<file path="src/rtl/erw_pkg.sv">
package erw_pkg;
  typedef enum logic [1:0] {
    ACC_FWD    = 2'd0,
    ACC_RAZ    = 2'd1,
    ACC_CONSTR = 2'd2
  } acc_kind_e;
endpackage

</file>
<file path="src/rtl/erw_decode.sv">
module erw_decode
  import erw_pkg::*;
#(
  parameter int NREC  = 8,
  parameter int IDX_W = $clog2(NREC),
  parameter int SEL_W = 4,
  parameter int CNT_W = 4,
  parameter logic [NREC-1:0][IDX_W-1:0] FIRST_IDX = '0,
  parameter logic [NREC-1:0][1:0]       INJ_CAP   = '0
) (
  input  logic [SEL_W-1:0] sel,
  input  logic [CNT_W-1:0] rec_count,
  output acc_kind_e        kind,
  output logic [IDX_W-1:0] idx
);
  localparam int NR_W  = $clog2(NREC + 1);
  localparam int M1    = (SEL_W > CNT_W) ? SEL_W : CNT_W;
  localparam int CMP_W = (M1 > NR_W) ? M1 : NR_W;

  logic [CMP_W-1:0] sel_x;
  logic [CMP_W-1:0] cnt_x;
  logic             in_range;
  logic [IDX_W-1:0] first_idx;
  logic [1:0]       cap;

  always_comb begin
    sel_x     = CMP_W'(sel);
    cnt_x     = CMP_W'(rec_count);
    in_range  = (cnt_x != '0) && (sel_x < cnt_x) && (sel_x < CMP_W'(NREC));
    idx       = sel[IDX_W-1:0];
    first_idx = FIRST_IDX[idx];
    cap       = INJ_CAP[first_idx];
    if (!in_range)              kind = ACC_CONSTR;
    else if (cap == 2'b00)      kind = ACC_CONSTR;
    else if (first_idx != idx)  kind = ACC_RAZ;
    else                        kind = ACC_FWD;
  end
endmodule

</file>
<file path="src/rtl/erw_regbank.sv">
module erw_regbank #(
  parameter int NREC   = 8,
  parameter int IDX_W  = $clog2(NREC),
  parameter int DATA_W = 64,
  parameter logic [NREC-1:0][IDX_W-1:0] FIRST_IDX = '0,
  parameter logic [NREC-1:0][1:0]       INJ_CAP   = '0
) (
  input  logic                          clk,
  input  logic                          rst_n,
  input  logic                          wr_fire,
  input  logic [IDX_W-1:0]              wr_idx,
  input  logic [DATA_W-1:0]             wr_data,
  output logic [NREC-1:0][DATA_W-1:0]   regs_q
);
  for (genvar i = 0; i < NREC; i++) begin : g_rec
    localparam bit HAS_REG = (int'(FIRST_IDX[i]) == i) && (INJ_CAP[i] != 2'b00);
    if (HAS_REG) begin : g_real
      logic              en;
      logic [DATA_W-1:0] d;
      logic [DATA_W-1:0] q;

      always_comb begin
        en = wr_fire && (wr_idx == IDX_W'(i));
        d  = en ? wr_data : q;
      end

      always_ff @(posedge clk or negedge rst_n) begin
        if (!rst_n) q <= '0;
        else        q <= d;
      end

      assign regs_q[i] = q;
    end else begin : g_absent
      assign regs_q[i] = '0;
    end
  end
endmodule

</file>
<file path="src/rtl/erw_rdport.sv">
module erw_rdport
  import erw_pkg::*;
#(
  parameter int NREC   = 8,
  parameter int IDX_W  = $clog2(NREC),
  parameter int DATA_W = 64
) (
  input  logic                        clk,
  input  logic                        rst_n,
  input  logic                        rd_en,
  input  logic                        wr_en,
  input  acc_kind_e                   kind,
  input  logic [IDX_W-1:0]            idx,
  input  logic [NREC-1:0][DATA_W-1:0] regs_q,
  output logic [DATA_W-1:0]           rd_data,
  output logic                        rd_valid,
  output logic                        acc_constrained
);
  logic [DATA_W-1:0] data_d, data_q;
  logic              vld_d, vld_q;
  logic              con_d, con_q;

  always_comb begin
    data_d = data_q;
    if (rd_en) data_d = (kind == ACC_FWD) ? regs_q[idx] : '0;
    vld_d = rd_en;
    con_d = (rd_en || wr_en) && (kind == ACC_CONSTR);
  end

  always_ff @(posedge clk or negedge rst_n) begin
    if (!rst_n) begin
      data_q <= '0;
      vld_q  <= 1'b0;
      con_q  <= 1'b0;
    end else begin
      data_q <= data_d;
      vld_q  <= vld_d;
      con_q  <= con_d;
    end
  end

  assign rd_data         = data_q;
  assign rd_valid        = vld_q;
  assign acc_constrained = con_q;
endmodule

</file>
<file path="src/rtl/erw_window.sv">
module erw_window
  import erw_pkg::*;
#(
  parameter int NREC   = 8,
  parameter int IDX_W  = $clog2(NREC),
  parameter int SEL_W  = 4,
  parameter int CNT_W  = 4,
  parameter int DATA_W = 64,
  parameter logic [NREC-1:0][IDX_W-1:0] FIRST_IDX =
    {3'd7, 3'd6, 3'd3, 3'd3, 3'd3, 3'd2, 3'd0, 3'd0},
  parameter logic [NREC-1:0][1:0] INJ_CAP =
    {2'b00, 2'b11, 2'b00, 2'b00, 2'b10, 2'b00, 2'b00, 2'b01}
) (
  input  logic              clk,
  input  logic              rst_n,
  input  logic [SEL_W-1:0]  sel,
  input  logic [CNT_W-1:0]  rec_count,
  input  logic              rd_en,
  input  logic              wr_en,
  input  logic [DATA_W-1:0] wr_data,
  output logic [DATA_W-1:0] rd_data,
  output logic              rd_valid,
  output logic              acc_constrained
);
  acc_kind_e                   kind;
  logic [IDX_W-1:0]            idx;
  logic                        wr_fire;
  logic [NREC-1:0][DATA_W-1:0] regs_q;

  erw_decode #(
    .NREC(NREC), .IDX_W(IDX_W), .SEL_W(SEL_W), .CNT_W(CNT_W),
    .FIRST_IDX(FIRST_IDX), .INJ_CAP(INJ_CAP)
  ) dec_i (
    .sel(sel), .rec_count(rec_count), .kind(kind), .idx(idx)
  );

  assign wr_fire = wr_en && (kind == ACC_FWD);

  erw_regbank #(
    .NREC(NREC), .IDX_W(IDX_W), .DATA_W(DATA_W),
    .FIRST_IDX(FIRST_IDX), .INJ_CAP(INJ_CAP)
  ) bank_i (
    .clk(clk), .rst_n(rst_n), .wr_fire(wr_fire), .wr_idx(idx),
    .wr_data(wr_data), .regs_q(regs_q)
  );

  erw_rdport #(
    .NREC(NREC), .IDX_W(IDX_W), .DATA_W(DATA_W)
  ) rd_i (
    .clk(clk), .rst_n(rst_n), .rd_en(rd_en), .wr_en(wr_en), .kind(kind),
    .idx(idx), .regs_q(regs_q), .rd_data(rd_data), .rd_valid(rd_valid),
    .acc_constrained(acc_constrained)
  );
endmodule

</file>
<file path="config.mk">
export PLATFORM = sky130hd
export DESIGN_NAME = erw_window
export DESIGN_NICKNAME = d
export VERILOG_FILES = /design/src/rtl/erw_pkg.sv /design/src/rtl/erw_decode.sv /design/src/rtl/erw_regbank.sv /design/src/rtl/erw_rdport.sv /design/src/rtl/erw_window.sv
export SDC_FILE = /design/constraint.sdc
export NUM_CORES = 1
export LEC_CHECK = 0
export ABC_AREA = 0
export BUFFER_PORTS_ARGS = -buffer_cell sky130_fd_sc_hd__buf_4
export CAP_MARGIN = 10
export CORE_MARGIN = 2
export CORE_UTILIZATION = 40
export CTS_BUF_LIST = sky130_fd_sc_hd__clkbuf_4 sky130_fd_sc_hd__clkbuf_8 sky130_fd_sc_hd__clkbuf_16
export CTS_CLUSTER_DIAMETER = 200
export CTS_CLUSTER_SIZE = 25
export DETAILED_ROUTE_END_ITERATION = 7
export PLACE_DENSITY = 0.56
export SETUP_SLACK_MARGIN = 0.4
export SLEW_MARGIN = 10
export SYNTH_ARGS = -nofsm -noshare
export SYNTH_HDL_FRONTEND = slang
export SYNTH_SLANG_ARGS = --single-unit
</file>
<file path="constraint.sdc">
create_clock -name clk -period 1.2 [get_ports clk]
set_input_delay 0.06 -clock clk [delete_from_list [all_inputs] [get_ports clk]]
set_output_delay 0.06 -clock clk [all_outputs]
set_load 0.05 [all_outputs]
</file>
Yosys cells after proc, flatten, opt, wreduce, memory -nomap -nowiden
Memory sizes are Yosys's and may differ from the RTL's.
Cells that the tools add are included.
Storage, ports and cells
  ROM bits: 40
  output and inout bits: 66
  bits in latches: 0
  memories: 2
  RAM bits: 0
  word-level logic and storage cells: 36
  register bits: 258
  bits of input ports: 76
Operators by class
  multiplexer cells: 8
  magnitude comparators: 4
  shift operators: 0
  $add $sub $neg: 0
  bitwise gates (word level): 0
  multiply operators: 0
  div/mod/pow operators: 0
  reduce and logical (&&, ||, !) cells: 12
  equality and inequality tests: 4
Memories
  (name not given): depth 8, width 3, rd ports 1, clocked after memory_dff 0, write ports 0, line erw_decode.sv:31  | first_idx = FIRST_IDX[idx];
  (name not given): depth 8, width 2, rd ports 1, clocked after memory_dff 0, write ports 0, line erw_decode.sv:32  | cap = INJ_CAP[first_idx];
Operator list (number)
  binary-select mux 64 bit (select 3 bit): 1
  two-way mux 64 bit: 2
  < comparator 3 x 4 -> 1 bit, second input constant: 2
  logical AND 1 bit: 7
  two-way mux 2 bit: 3
  logical NOT 2 bit: 2
  < comparator 4 bit: 1
  < comparator 4 bit, second input constant: 1
  nonzero test 4 bit: 1
  == test 3 x 2 -> 1 bit, second input constant: 1
  == test 3 bit, second input constant: 1
  logical NOT 3 bit: 1
  two-way mux 3 bit: 1
  inequality test 3 bit: 1
  == test 2 bit, second input constant: 1
  logical OR 1 bit: 1
  two-way mux 1 bit: 1

Logic depth before layout (Yosys ltp)
  depth after elaboration: 10
  gate-level depth with buffers: 6
  depth with buffers taken out: 5

Hierarchy
From an unflattened synthesis, not the netlist that was laid out.
Unflattened totals
  cell total of the unflattened synthesis: 1332
  area, all modules: 16588.4 µm²
By module, submodules not included
  erw_regbank: instances 1, cells each 729, area an instance 9920.8 µm², seq. area each 4804.6 µm²
  erw_rdport: instances 1, cells each 583, area an instance 6483.7 µm², seq. area each 1651.6 µm²
  erw_decode: instances 1, cells each 19, area an instance 171.4 µm², seq. area each 0.0 µm²
  erw_window: instances 1, cells each 1, area an instance 12.5 µm², seq. area each 0.0 µm²

Least setup slack after synthesis
Ideal clock, no wire load.
  path kind: input-to-reg
  start point: input rec_count[2]
  end point: register bank_i.g_rec[3].g_real.q[28]
  library setup time: 0.127 ns
  setup slack: -0.555 ns
  path buffers: 1
  required time: 1.073 ns
  stages: 6
  arrival: 1.628 ns
  cell sequence: inv_1 -> ha_1 -> o21ai_1 -> o2111ai_4 -> buf_6 -> mux2_1
Between the ends
  longest elaborated chain between the ends: 7
  elaborated cells on any way between the ends: 8
  classes of those cells: 1 x order compare; 1 x mux; 6 x reduce/logical
RTL lines
  start: declaration: line erw_window.sv:17  | input logic [CNT_W-1:0] rec_count,
  < comparator 4 bit / nonzero test 4 bit (equally long branches): line erw_decode.sv:29  | in_range = (cnt_x != '0) && (sel_x < cnt_x) && (sel_x < CMP_W'(NREC));
  logical AND 1 bit * (2 in a row): line erw_decode.sv:29
  two-way mux 2 bit *: line erw_decode.sv:33  | if (!in_range) kind = ACC_CONSTR;
  logical NOT 2 bit *: line erw_window.sv:37  | assign wr_fire = wr_en && (kind == ACC_FWD);
  logical AND 1 bit *: line erw_window.sv:37
  logical AND 1 bit *: line erw_regbank.sv:23  | en = wr_fire && (wr_idx == IDX_W'(i));
  end signal: assignment: line erw_regbank.sv:28  | if (!rst_n) q <= '0;
  end signal: assignment: line erw_regbank.sv:29  | else q <= d;
  end: declaration: line erw_regbank.sv:20  | logic [DATA_W-1:0] q;
Mark *: on every way between the ends. The rest lies on a longest branch, timed or not.
A chain may end at the register's enable or synchronous reset.

Worst setup path after layout
  start point: input rec_count[1]
  end point: register bank_i.g_rec[6].g_real.q[31]
Between the ends
  longest elaborated chain between the ends: 7
  elaborated cells on any way between the ends: 8
  classes of those cells: 1 x order compare; 1 x mux; 6 x reduce/logical
RTL lines (line)
  < comparator 4 bit / nonzero test 4 bit (equally long branches): erw_decode.sv:29
  logical AND 1 bit * (2 in a row): erw_decode.sv:29
  two-way mux 2 bit *: erw_decode.sv:33
  logical NOT 2 bit *: erw_window.sv:37
  logical AND 1 bit *: erw_window.sv:37
  logical AND 1 bit *: erw_regbank.sv:23
  end signal: assignment: erw_regbank.sv:28
  end signal: assignment: erw_regbank.sv:29
  end: declaration: erw_regbank.sv:20
Marks and branches as above.

==> flow_metrics.tcl <==
set metrics [dict create \
    track_usage_pct 20.6 \
    hold_viol 0 \
    final_area_um2 16500 \
    antenna_found_initial 0 \
    htreeDepth 1 \
    num_vias 7757 \
    ir_drop_mv 0.771 \
    syn-cell-area_um2 10900 \
    setup_viol 44 \
    rsz0062_at_grt "true" \
    slowest_stage "mux2_4" \
    layout.area.seq_um2 6460 \
    cp-start-kind "primary input" \
    portBuffers 141 \
    crit_type "in -> reg" \
    start_util_pct 40.6 \
    synthTopCellsByArea "dfrtp_1, mux2_2, a22o_1" \
    violations "setup timing" \
    cap_violations 0 \
    synth_nets 869 \
    relSlewSlack_pct 41.3 \
    area_delta_synth_final_pct 50.8 \
    clkPwrFrac_pct 24.4 \
    clkTransAtPathRegs_ns 0.10 \
    crit_fanout 7 \
    clk_latency_ns 0.50 \
    status "finished, violations left" \
    hold_path_class "in -> async" \
    required_ns 1.58 \
    fillers 2049 \
    power_density_nw_per_um2 1300 \
    power_uw 21500 \
    max_stage_delay_ns 0.30 \
    internal-power_uw 15700 \
    async_reset_ff_share_pct 100 \
    fin_crit_sh_pct 103 \
    placed_cell_area_um2 12800 \
    clock_path_buffers 3 \
    synth_top_flop_cell "dfrtp_1" \
    synth.distinct_cells 26 \
    wl_per_cell_um 22.6 \
    grt-ovfl-total 0 \
    root_buffer "clkbuf_16" \
    drc 0 \
    vias_per_cell 5.47 \
    yosys.area.top_type "dfrtp_1" \
    crit_top_cell "buf_6" \
    slew_violations 0 \
    grt_pass1_vias 7885 \
    drt_iter0_markers 374 \
    die_h_um 169 \
    grt_start_max_net_pins 51 \
    netlist_instances 790 \
    routed_wl_um 32000 \
    ys_warn_count 0 \
    gp_congestion 0.702 \
    avgSynthCellArea_um2 13.9 \
    p_comb_share_pct 23.1 \
    dr.pass1.iters 5 \
    p_leak_uw 0.00776 \
    synth-edff-count 0 \
    critPathArrivalTime_ns 1.62 \
    p_seq_share_pct 52.5 \
    nets 1156 \
    dpl.hpwl_um 16700 \
    fmax_mhz 811 \
    drive_gt1_share_pct 54.8 \
    cts_buffers 14 \
    fin_skew_ns 0.0217 \
    cp_cell_sequence "buf_8, inv_4, ha_4, a211oi_4, buf_6, o2111ai_4, buf_6, clkbuf_16, mux2_4" \
    multi_input_area_um2 5140 \
    endpoint_kind "flip-flop" \
    tns_ns -0.531 \
    core_area_um2 27000 \
    yosys_register_bits 258 \
    yosysTopAreaCellShare_pct 59.0 \
    grt_pass1_wl_um 46200 \
    finalCriticalPeriod_ns 1.23 \
    p_sw_share_pct 26.7 \
    antenna_left 0 \
    die-area_um2 28700 \
    cts_sinks 258 \
    synth_seq_area_share_pct 59.0 \
    setup_ws_ns -0.0330 \
    pin_count 142 \
    switchingPower_uw 5750 \
    rows 60 \
    die_w_um 169 \
    antennaDiodeCount 0 \
    cts_tree "yes" \
    tightest_slew_ns 0.880 \
]
[cell usage in the layout, fill, tap and decap left out, drive strengths merged]
master	instances
a2111oi	1
a211oi	1
a22o	64
a22oi	64
and2	1
buf	249
clkbuf	29
dfrtp	258
dlygate4sd3	67
ha	3
inv	68
mux2	192
nand2b	1
nor2	1
nor2b	2
nor3	2
nor4	1
o2111ai	3
o211ai	1
o21a	2
o21ai	2
o22ai	64
xnor2	1
[flip-flops by register name, summed over array words and instances, names as in the netlist]
signal / count
bank_i.g_rec.g_real.q: 192
rd_i.rd_data: 64
rd_i.acc_constrained: 1
rd_i.rd_valid: 1
[cells by family (layout without fill, tap and decap cells)]
family                     count (synthesis)  after routing  synth area share (%)
muxes                                    192            192                  20.0
AOI/OAI and AO/OA                        202            202                  14.5
adders and majority gates                  3              3                 0.343
and+or+nand+nor                            8              8                 0.526
DFF                                      258            258                  59.0
xor gates and xnor gates                   1              1                0.0800
buffers and inverters                    126            413                  5.55
[layer usage]
metal	track usage (%)	up-vias	wire length (um)
met5	0	-	0
met4	4.31	0	680
met3	1.91	36	857
met2	35.2	139	15900
met1	28.8	4103	14500
li1	-	3479	-
[power groups by stage]
stage / clock, uW / sequential, uW / combinational, uW
finish: 5240 / 11300 / 4970
global route: 5640 / 11500 / 5310
CTS: 5370 / 11200 / 4320
detailed placement: 0 / 11300 / 3600
global placement: 0 / 11300 / 3500
floorplan: 0 / 11300 / 2310
[worst max-delay path: cells and delay by family]
kind,cells,cell delay (ns)
AO/OA/AOI/OAI,2,0.36
adder cells (fa/ha/maj),1,0.19
buffers and inverters,5,0.68
multiplexers,1,0.30
[layout make-up]
type                            instances  share of cell area (%)
Clock buffer                           15                    2.27
Clock inverter                          1                   0.121
Inverter                               67                    1.55
Multi-Input combinational cell        406                    31.1
Sequential cell                       258                    39.1
Tap cell                              341                    2.58
Timing Repair Buffer                  330                    23.2
[final timing paths]
kind / depth (start not counted) / end / start / slack, ns
worst max-delay path: 9 / bank_i.g_rec[6].g_real.q[31]$_DFFE_PN0P_ / rec_count[1] / -0.03
worst min-delay path: 2 / rd_i.rd_data[19]$_DFFE_PN0P_ / rst_n / 0.02
worst max register to register: 3 / rd_i.rd_data[53]$_DFFE_PN0P_ / bank_i.g_rec[3].g_real.q[53]$_DFFE_PN0P_ / 0.10
worst min register to register: 1 / bank_i.g_rec[6].g_real.q[42]$_DFFE_PN0P_ / bank_i.g_rec[6].g_real.q[42]$_DFFE_PN0P_ / 0.51
max in group asynchronous: 3 / bank_i.g_rec[0].g_real.q[3]$_DFFE_PN0P_ / rst_n / 0.57
min in group clk: 5 / rd_i.acc_constrained$_DFF_PN0_ / sel[3] / 0.10
[cell usage after synthesis (3+ instances only)]
cell type and count:
o2111ai_4 3, a22o_1 64, o22ai_1 64, dfrtp_1 258, buf_6 18, mux2_1 20
clkbuf_1 41, inv_1 67, mux2_4 8, mux2_2 164, a22oi_1 64, ha_1 3
[through the flow]
stage	hold slack [ns]	util, %	instances	setup slack, ns
6_report	0.0229	61.3	1418	-0.0330
5_1_grt	0.0372	61.3	1418	-0.0614
4_1_cts	0.0223	56.2	1385	-0.0136
3_5_place_dp	-0.0382	47.5	1262	-0.599
2_1_floorplan	-0.236	-	790	-0.398
3_3_place_gp	-0.0400	47.5	1262	-0.558
[timing repair]
item,4_1_cts,5_1_grt
hold buffers,67,0
cloned,10,17
gates resized for setup,197,173
setup endpoints to repair,322,322
setup buffers,30,16
pin swaps,4,7
endpoints found under the hold margin,452,0
(Power assumes the default switching activity.)
